$ cat src/rtl/strap_decoder.sv
`timescale 1ns/1ps
module strap_decoder #(
  parameter bit ACTIVE_LOW = 1'b0,
  parameter int NDIG = 8
) (
  input  logic                    clk,
  input  logic                    rst_n,
  input  logic [$clog2(NDIG)-1:0] digit_idx,
  input  logic                    slot_late,
  input  logic                    hold,
  input  logic                    fn_line,
  input  logic                    rng_line,
  input  logic                    ctl_line,
  input  logic                    dp_line,
  output logic [2:0]              fn_sel,
  output logic [2:0]              rng_sel,
  output logic                    mode_chg,
  output logic                    disp_off,
  output logic                    disp_test,
  output logic                    osc_1mhz,
  output logic                    ext_osc,
  output logic                    ext_dp_en,
  output logic                    ext_dp_valid,
  output logic [$clog2(NDIG)-1:0] ext_dp_pos
);
  localparam int IW = $clog2(NDIG);
  localparam logic [NDIG-1:0] ONE = NDIG'(1);
  localparam int LAST = NDIG - 1;

  logic [3:0]      sense;
  logic [NDIG-1:0] strobe, fn_m, rg_m, ct_m, dp_m;
  logic [IW-1:0]   prev_idx;
  logic            frame_end;

  logic            fn_nv, rg_nv, dp_ok;
  logic [2:0]      fn_n, rg_n;
  logic [IW-1:0]   dp_n;
  logic [4:0]      ct_n;

  logic [2:0]      fn_c, rg_c;
  logic            fn_cv, rg_cv, ct_cv, dp_cv, dp_cok, dp_qok;
  logic [4:0]      ct_c, ct_q;
  logic [IW-1:0]   dp_c;
  logic            fn_commit, rg_commit;

  assign sense     = {fn_line, rng_line, ctl_line, dp_line} ^ {4{ACTIVE_LOW}};
  assign strobe    = slot_late ? (ONE << digit_idx) : '0;
  assign frame_end = (prev_idx == '0) && (digit_idx != '0);

  always_comb begin
    fn_nv = 1'b1;
    case (fn_m)
      ONE << 0:    fn_n = 3'd0;
      ONE << LAST: fn_n = 3'd1;
      ONE << 1:    fn_n = 3'd2;
      ONE << 4:    fn_n = 3'd3;
      ONE << 3:    fn_n = 3'd4;
      ONE << 2:    fn_n = 3'd5;
      default: begin fn_n = 3'd0; fn_nv = 1'b0; end
    endcase
    rg_nv = 1'b1;
    case (rg_m)
      ONE << 0: rg_n = 3'd0;
      ONE << 1: rg_n = 3'd1;
      ONE << 2: rg_n = 3'd2;
      ONE << 3: rg_n = 3'd3;
      ONE << 4: rg_n = 3'd4;
      default: begin rg_n = 3'd0; rg_nv = 1'b0; end
    endcase
    dp_ok = $onehot(dp_m) && !dp_m[LAST];
    dp_n  = '0;
    for (int k = 0; k < NDIG; k++)
      if (dp_ok && dp_m[k]) dp_n = IW'(k);
  end

  assign ct_n      = {ct_m[2], ct_m[3], ct_m[0], ct_m[1], ct_m[LAST]};
  assign fn_commit = fn_nv && fn_cv && (fn_n == fn_c);
  assign rg_commit = rg_nv && rg_cv && (rg_n == rg_c);

  assign disp_off     = ct_q[3] & hold;
  assign ext_dp_en    = ct_q[4];
  assign ext_osc      = ct_q[2];
  assign osc_1mhz     = ct_q[1];
  assign disp_test    = ct_q[0];
  assign ext_dp_valid = dp_qok & ct_q[4];

  always_ff @(posedge clk or negedge rst_n) begin
    if (!rst_n) begin
      {fn_m, rg_m, ct_m, dp_m} <= '0;
      prev_idx <= '0;
      {fn_c, rg_c, ct_c, dp_c} <= '0;
      {fn_cv, rg_cv, ct_cv, dp_cv, dp_cok} <= '0;
      fn_sel <= '0; rng_sel <= '0; ct_q <= '0;
      ext_dp_pos <= '0; dp_qok <= 1'b0;
      mode_chg <= 1'b0;
    end else begin
      prev_idx <= digit_idx;
      mode_chg <= 1'b0;
      if (disp_off) begin
        {fn_m, rg_m, ct_m, dp_m} <= '0;
      end else if (frame_end) begin
        fn_m <= strobe & {NDIG{sense[3]}};
        rg_m <= strobe & {NDIG{sense[2]}};
        ct_m <= strobe & {NDIG{sense[1]}};
        dp_m <= strobe & {NDIG{sense[0]}};
        fn_c <= fn_n; fn_cv <= fn_nv;
        rg_c <= rg_n; rg_cv <= rg_nv;
        ct_c <= ct_n; ct_cv <= 1'b1;
        dp_c <= dp_n; dp_cok <= dp_ok; dp_cv <= 1'b1;
        if (fn_commit) fn_sel <= fn_n;
        if (rg_commit) rng_sel <= rg_n;
        if (ct_cv && ct_c == ct_n) ct_q <= ct_n;
        if (dp_cv && dp_c == dp_n && dp_cok == dp_ok) begin
          ext_dp_pos <= dp_n;
          dp_qok     <= dp_ok;
        end
        mode_chg <= (fn_commit && fn_n != fn_sel) || (rg_commit && rg_n != rng_sel);
      end else begin
        fn_m <= fn_m | (strobe & {NDIG{sense[3]}});
        rg_m <= rg_m | (strobe & {NDIG{sense[2]}});
        ct_m <= ct_m | (strobe & {NDIG{sense[1]}});
        dp_m <= dp_m | (strobe & {NDIG{sense[0]}});
      end
    end
  end
endmodule

$ cat config.mk
export PLATFORM = sky130hd
export DESIGN_NAME = strap_decoder
export DESIGN_NICKNAME = d
export VERILOG_FILES = /design/src/rtl/strap_decoder.sv
export SDC_FILE = /design/constraint.sdc
export NUM_CORES = 1
export LEC_CHECK = 0
export BUFFER_PORTS_ARGS = -buffer_cell sky130_fd_sc_hd__buf_2
export CORE_ASPECT_RATIO = 2
export CORE_UTILIZATION = 42
export DETAILED_ROUTE_END_ITERATION = 6
export PLACE_DENSITY = 0.56
export SLEW_MARGIN = 20
export SYNTH_ARGS = -nofsm -noshare
export SYNTH_HDL_FRONTEND = slang
export SYNTH_SLANG_ARGS = --single-unit
$ cat constraint.sdc
create_clock -name clk -period 4.5 [get_ports clk]
set_input_delay 0.225 -clock clk [delete_from_list [all_inputs] [get_ports clk]]
set_output_delay 0.225 -clock clk [all_outputs]
set_load 0.1 [all_outputs]
Yosys cells after proc, flatten, opt, wreduce, memory -nomap -nowiden --
Index checks and enable logic that the tools add are counted.
Operators by class: $add $sub $neg 7, eq/ne operators 19, shifts and indexed selects 1, mux-type cells 22, bitwise operators 11, reduce and logical (&&, ||, !) cells 29
Operators by type and width (number):
- $mux W8 | 9
- $and A8 B8 Y8 | 4
- $or A8 B8 Y8 | 4
- $logic_and A1 B1 Y1 | 18
- $mux W3 | 6
- $eq A8 B1 Y1 const B | 2
- $eq A8 B2 Y1 const B | 2
- $eq A8 B3 Y1 const B | 2
- $eq A8 B4 Y1 const B | 2
- $eq A8 B5 Y1 const B | 2
- $pmux W3 S5 | 1
- $pmux W3 S4 | 1
- $reduce_and A3 Y1 | 4
- $eq A3 B3 Y1 | 3
- $add A1 B1 Y2 | 4
- $eq A8 B8 Y1 const B | 1
- $shl A1 B3 Y8 const A | 1
- $add A2 B2 Y3 | 2
- $ne A3 B3 Y1 | 2
- $reduce_or A6 Y1 | 1
- $eq A5 B5 Y1 | 1
- $mux W1 | 5
- $reduce_or A5 Y1 | 1
- $add A3 B3 Y4 | 1
- other kinds (9) | 10
Storage, ports and cells: bits in registers 69, bits of input ports 11, output and inout port bits 16, word-level logic and storage cells 108

Longest topological paths before layout --
depth in word-level cells 17, depth in mapped cells 14, depth with buffers taken out 14

Least setup slack after synthesis --
No wires, ideal clock.
kind reg2reg, start register dp_m[0], end register ext_dp_pos[1], library setup time 0.126 ns, arrival time 3.982 ns, required time 4.374 ns, path slack 0.392 ns, cell stages (with the launch flop) 15, buffers on the path 0, period minus slack after synthesis 4.108 ns, cell sequence dfrtp_1 inv_1 fa_1 fa_1 fa_1 inv_1 ha_1 inv_1 fa_1 a211o_1 a211o_1 o21a_1 a2111oi_4 o21ai_2 mux2_2
Between the ends: longest elaborated chain between the ends 17, elaborated cells between the ends (all ways) 24, those cells by class add/sub (3); eq/ne (3); mux (7); reduce/logical (11)
RTL lines:
- start: declaration | line 31 | logic [NDIG-1:0] strobe, fn_m, rg_m, ct_m, dp_m;
- start signal: assignment | line 105 | dp_m <= strobe & {NDIG{sense[0]}};
- start signal: assignment | line 122 | dp_m <= dp_m | (strobe & {NDIG{sense[0]}});
- $add A1 B1 Y2 (not written as such) * | line 70 | dp_ok = $onehot(dp_m) && !dp_m[LAST];
- $add A2 B2 Y3 (not written as such) * | line 70
- $add A3 B3 Y4 (not written as such) * | line 70
- $eq A4 B1 Y1 * | line 70
- $logic_and A1 B1 Y1 * | line 70
- $logic_and A1 B1 Y1 | line 73 | if (dp_ok && dp_m[k]) dp_n = IW'(k);
- $mux W1 | line 73
- $mux W3 (6 in series) | line 73
- $eq A3 B3 Y1 | line 113 | if (dp_cv && dp_c == dp_n && dp_cok == dp_ok) begin
- $logic_and A1 B1 Y1 (2 in series) | line 113
- $reduce_and A3 Y1 (no line)
- end signal: assignment | line 114 | ext_dp_pos <= dp_n;
- end: declaration | line 24 | output logic [$clog2(NDIG)-1:0] ext_dp_pos
Every way passes the cells marked *; elsewhere a longest branch is shown, timed or not. A chain may end at the register's enable or synchronous reset.

Worst setup path in the final report --
start register dp_m[3], end register dp_qok
Between the ends: longest elaborated chain between the ends 17, elaborated cells between the ends (all ways) 24, those cells by class add/sub (3); eq/ne (3); mux (7); reduce/logical (11)
RTL lines:
- $add A1 B1 Y2 (not written as such) | line 70
- $add A2 B2 Y3 (not written as such) | line 70
- $add A3 B3 Y4 (not written as such) | line 70
- $eq A4 B1 Y1 | line 70
- $logic_and A1 B1 Y1 | line 70
- $logic_and A1 B1 Y1 | line 73
- $mux W1 | line 73
- $mux W3 (6 in series) | line 73
- $eq A3 B3 Y1 | line 113
- $logic_and A1 B1 Y1 (2 in series) | line 113
- $reduce_and A3 Y1 (no line)
- end signal: assignment | line 115 | dp_qok <= dp_ok;
- end: declaration | line 41 | logic fn_cv, rg_cv, ct_cv, dp_cv, dp_cok, dp_qok;
Parallel ways exist; a longest one is shown, timed or not.

==> results_tabular.tex <==
\begin{tabular}{lr}
\hline
Metric & Value \\
\hline
\multicolumn{2}{l}{\textbf{Cells and area}} \\
\quad Combined flip-flop and latch cell area & between 1500 and 2000 µm² \\
\quad Proportion of layout cells with a drive suffix above 1 & 0.1971 \\
\quad Area overhead of the layout relative to synthesis & 17.67\% \\
\quad Number of nets in the layout & between 300 and 400 \\
\quad Area used by multi-input combinational logic & between 1500 and 2000 µm² \\
\quad Antenna cell count & 0 \\
\quad Total of fill cells in the finished design & just over 700 \\
\multicolumn{2}{l}{\textbf{Timing}} \\
\quad Final setup violation count & 0 \\
\quad RSZ-0062 raised after global routing & no \\
\quad Final Worst Setup Slack & 0.2229 ns \\
\quad Total negative slack for setup checks & 0 ns \\
\quad Headroom to the max-slew limit & 0.4487 \\
\quad Max-slew violation total from the final report & 0 \\
\quad Worst Max-Slew Pin Slew & 0.8252 ns \\
\quad Worst clock skew on the final layout & $\sim$0.0036 ns \\
\quad Final hold violation count & 0 \\
\quad Max Fclk & around 230 MHz \\
\quad Period Utilization, post-route & 0.9505 \\
\quad Minimum clock period & roughly 4.3 ns \\
\multicolumn{2}{l}{\textbf{Global route}} \\
\quad Antenna violations before repair & 0 \\
\quad Overall global routing resource usage & 0.2034 \\
\quad Pin count of the biggest net entering global routing & 42 \\
\quad First-pass GRT wire length & between 10 and 15 mm \\
\quad Overflow left after global routing & 0 \\
\quad Via count of the first global-routing pass & 2501 \\
\multicolumn{2}{l}{\textbf{Synthesis}} \\
\quad Number of synthesis warnings & 0 \\
\quad Gate count of the mapped netlist & $\sim$310 \\
\quad Flip-flop and latch count after synthesis & 66 \\
\quad Async set-or-reset flop fraction in the synthesized netlist & 1.000 \\
\quad Post-synth design cell area & 3278 µm² \\
\quad Share of the yosys chip area belonging to registers & 0.5038 \\
\quad Post-synth EDFFs & 0 \\
\quad Number of nets produced by synthesis & 331 \\
\quad Leading area contributor after synthesis & sky130\_fd\_sc\_hd\_\_dfrtp\_1 \\
\quad Syn Area/Cell & between 10 and 15 µm² \\
\quad Fraction of post-synthesis cell area in the top cell type by area & 0.5038 \\
\quad Most common cell in the netlist & sky130\_fd\_sc\_hd\_\_dfrtp\_1 \\
\quad Most used DFF post-synth & sky130\_fd\_sc\_hd\_\_dfrtp\_1 \\
\quad Top cells by area, synth & sky130\_fd\_sc\_hd\_\_dfrtp\_1 50\%, sky130\_fd\_sc\_hd\_\_nand2\_1 5.8\%, sky130\_fd\_sc\_hd\_\_mux2\_2 4.8\% \\
\quad Number of distinct standard cells referenced by the synthesized netlist & between 40 and 50 \\
\quad Leading post-synthesis cells by instance count & 66 x sky130\_fd\_sc\_hd\_\_dfrtp\_1, 51 x sky130\_fd\_sc\_hd\_\_nand2\_1, 18 x sky130\_fd\_sc\_hd\_\_inv\_1 \\
\multicolumn{2}{l}{\textbf{CTS}} \\
\quad Number of clock sinks & 66 \\
\quad Bufs on Longest Clock Path & 2 \\
\quad Number of buffers added by the clock tree synthesis step & 9 \\
\quad H-tree depth & 3 \\
\quad Clock network latency to the later pin of the worst-skew pair & roughly 0.32 ns \\
\quad Clock Root Buffer & sky130\_fd\_sc\_hd\_\_clkbuf\_16 \\
\quad Clk pin slew, worst setup/hold paths & roughly 0.050 ns \\
\quad TritonCTS clock tree & done \\
\multicolumn{2}{l}{\textbf{Setup path}} \\
\quad CP max stage delay & between 0.5 and 0.6 ns \\
\quad Worst flop-to-flop path endpoint & dp\_qok \\
\quad Worst path cell trace & inv\_1 -> fa\_1 -> fa\_1 -> fa\_1 -> inv\_1 -> ha\_1 -> inv\_1 -> fa\_1 -> a211o\_1 -> a211o\_1 -> o21a\_1 -> a2111oi\_4 -> o21ai\_2 -> mux2\_2 \\
\quad Endpoint kind of the worst setup timing path & flop \\
\quad Critical path arrival & about 4.5 ns \\
\quad Slowest library cell on the worst path & sky130\_fd\_sc\_hd\_\_fa\_1 \\
\quad CP startpoint kind & flop \\
\quad Register-to-Register Setup Slack & around 0.22 ns \\
\quad RR Startpoint & dp\_m[3] \\
\quad Peak fanout along the critical path & 6 \\
\quad Worst path most repeated cell & sky130\_fd\_sc\_hd\_\_fa\_1 \\
\quad Required @ worst endpoint & between 4 and 5 ns \\
\quad Crit Path Category & reg2reg \\
\quad Depth of the worst register-to-register path & 14 \\
\multicolumn{2}{l}{\textbf{Routing}} \\
\quad Wire length the detailed router placed on met1 & 2.770 mm \\
\quad First-iteration detailed-routing DRC count & 69 \\
\quad DRC & 0 \\
\quad Total wire length after detailed routing & between 7 and 8 mm \\
\quad Met3 wirelength from detailed routing & $\sim$200 µm \\
\quad Length of the first detailed-routing pass in iterations & 4 \\
\quad Via count & around 2400 \\
\quad Max layer used & met4 \\
\quad WL met2 & between 4 and 5 mm \\
\quad Avg WL per Cell & around 16 µm \\
\quad Number of routed nets with antenna violations & 0 \\
\quad Drt via density & roughly 5.5 \\
\multicolumn{2}{l}{\textbf{Pwr}} \\
\quad Total power after layout & about 2.9 mW \\
\quad Leakage power of the design & between 1.5 and 2 nW \\
\quad Peak supply drop & roughly 530 µV \\
\quad Total power density per cell area & between 700 and 800 nW/µm² \\
\multicolumn{2}{l}{\textbf{Place}} \\
\quad Port Buf Inserts & 26 \\
\quad Post-Place Setup Slack & between 0.1 and 0.15 ns \\
\quad DP Wirelength & around 5.3 mm \\
\quad Routability Congestion & 0.8137 \\
\multicolumn{2}{l}{\textbf{Hold path}} \\
\quad Worst hold stages & 1 \\
\quad Worst hold path endpoint & prev\_idx[2] \\
\quad Min-Delay Startpoint & digit\_idx[2] \\
\quad Worst min-delay path category & in2reg \\
\multicolumn{2}{l}{\textbf{Floorplan}} \\
\quad Std-Cell Rows & 45 \\
\quad Floorplan die height & roughly 130 µm \\
\quad Total Die Area & 8184 µm² \\
\quad IO Pins & 27 \\
\quad Area inside the core boundary & between 7000 and 8000 µm² \\
\quad Width of the die & roughly 64 µm \\
\quad Starting density of the core & 0.4345 \\
\multicolumn{2}{l}{\textbf{Run}} \\
\quad Reported max-cap violation count & 0 \\
\multicolumn{2}{l}{\textbf{Outcome}} \\
\quad Run status & completed \\
\hline
\end{tabular}
critical path, delay by kind of cell, from the launching register on:
family	cells	cell delay, ns
buf+inv	3	0.23
compound gates	5	1.36
mux	1	0.29
fa+ha+maj	5	1.90
flops	1	0.38
power breakdown:
| part | leakage [nW] | internal, mW | total, mW | switching (mW) |
|---|---|---|---|---|
| registers | 0.860 | 0.764 | 0.921 | 0.157 |
| logic | 0.817 | 0.394 | 1.20 | 0.806 |
| clock network | 0.156 | 0.498 | 0.747 | 0.249 |
| total | 1.83 | 1.66 | 2.87 | 1.21 |
cell type report:
| type | count | share of cell area |
|---|---|---|
| sequential | 66 | 0.4282 |
| multi-input combinational | 218 | 0.3947 |
| tap | 94 | 0.03049 |
| clock buffer | 11 | 0.06293 |
| clock inverter | 5 | 0.02011 |
| inverter | 18 | 0.01752 |
| timing repair buffer | 32 | 0.04606 |
layer usage:
metal | GRT usage | vias up
met3 | 0.03237 | 19
met4 | 0.1150 | 0
li1 | - | 1181
met1 | 0.2236 | 1206
met2 | 0.3610 | 41
met5 | 0 | -
state kept, by name, indices dropped and copies added, names as in the netlist:
register	flops
ct_c	5
ct_m	5
ct_q	5
dp_c	3
dp_cok	1
dp_cv	1
dp_m	8
dp_qok	1
ext_dp_pos	3
fn_c	3
fn_cv	1
fn_m	8
fn_sel	3
mode_chg	1
prev_idx	3
rg_c	3
rg_cv	1
rg_m	8
rng_sel	3
worst max path at each step:
| stage | from | endpoint | slack, ns |
|---|---|---|---|
| final | dp_m[3] | dp_qok | 0.22 |
| after global routing | dp_m[3] | dp_qok | 0.02 |
| after CTS | dp_m[3] | dp_qok | 0.12 |
| after detailed placement | dp_m[3] | dp_qok | 0.13 |
| after global placement | dp_m[0] | ext_dp_pos[2] | 0.22 |
| after floorplan | dp_m[0] | ext_dp_pos[1] | 0.39 |
kinds of logic after synthesis:
logic type	count (synthesis)	share of synthesized area
and+or+nand+nor	113	0.1760
DFF	66	0.5038
AOI/OAI and AO/OA	57	0.1279
buffers and inverters	29	0.03473
xor gates and xnor gates	23	0.06145
muxes	18	0.06031
adders and majority gates	7	0.03588
per-stage QoR:
stage	instances	util	area (µm²)	hold slack, ns
final	444	0.5113	3857	0.08251
after CTS	443	0.5090	3840	0.07255
after global placement	426	0.4652	3510	0.2617
after detailed placement	426	0.4652	3510	0.2507
after floorplan	313	-	3278	-0.07059
after global routing	444	0.5113	3857	0.07735
repair_timing:
action	in CTS	in global routing
hold endpoints to repair	25	0
endpoints found under the setup margin	0	3
setup buffers	0	1
hold buffers	1	0
resized for setup	0	2
placed cells by master, fill, tap and decap left out, drive strengths merged, types with 3 or more instances in the layout:
cell | synthesis | routed
xnor2 | 13 | 13
clkbuf | 7 | 11
a32o | 12 | 12
nand3 | 6 | 6
nor3 | 8 | 8
o21ai | 18 | 18
nand4b | 3 | 3
nand2 | 51 | 51
or3 | 4 | 4
and3 | 4 | 4
mux2i | 4 | 4
inv | 18 | 18
nor4 | 5 | 5
a21oi | 7 | 7
dfrtp | 66 | 66
xor2 | 10 | 10
ha | 3 | 3
buf | 4 | 31
nor2 | 15 | 15
o211ai | 4 | 4
mux2 | 14 | 14
nand4 | 7 | 7
o22ai | 4 | 4
fa | 4 | 4
No activity file was read; power rests on OpenSTA's default activity.
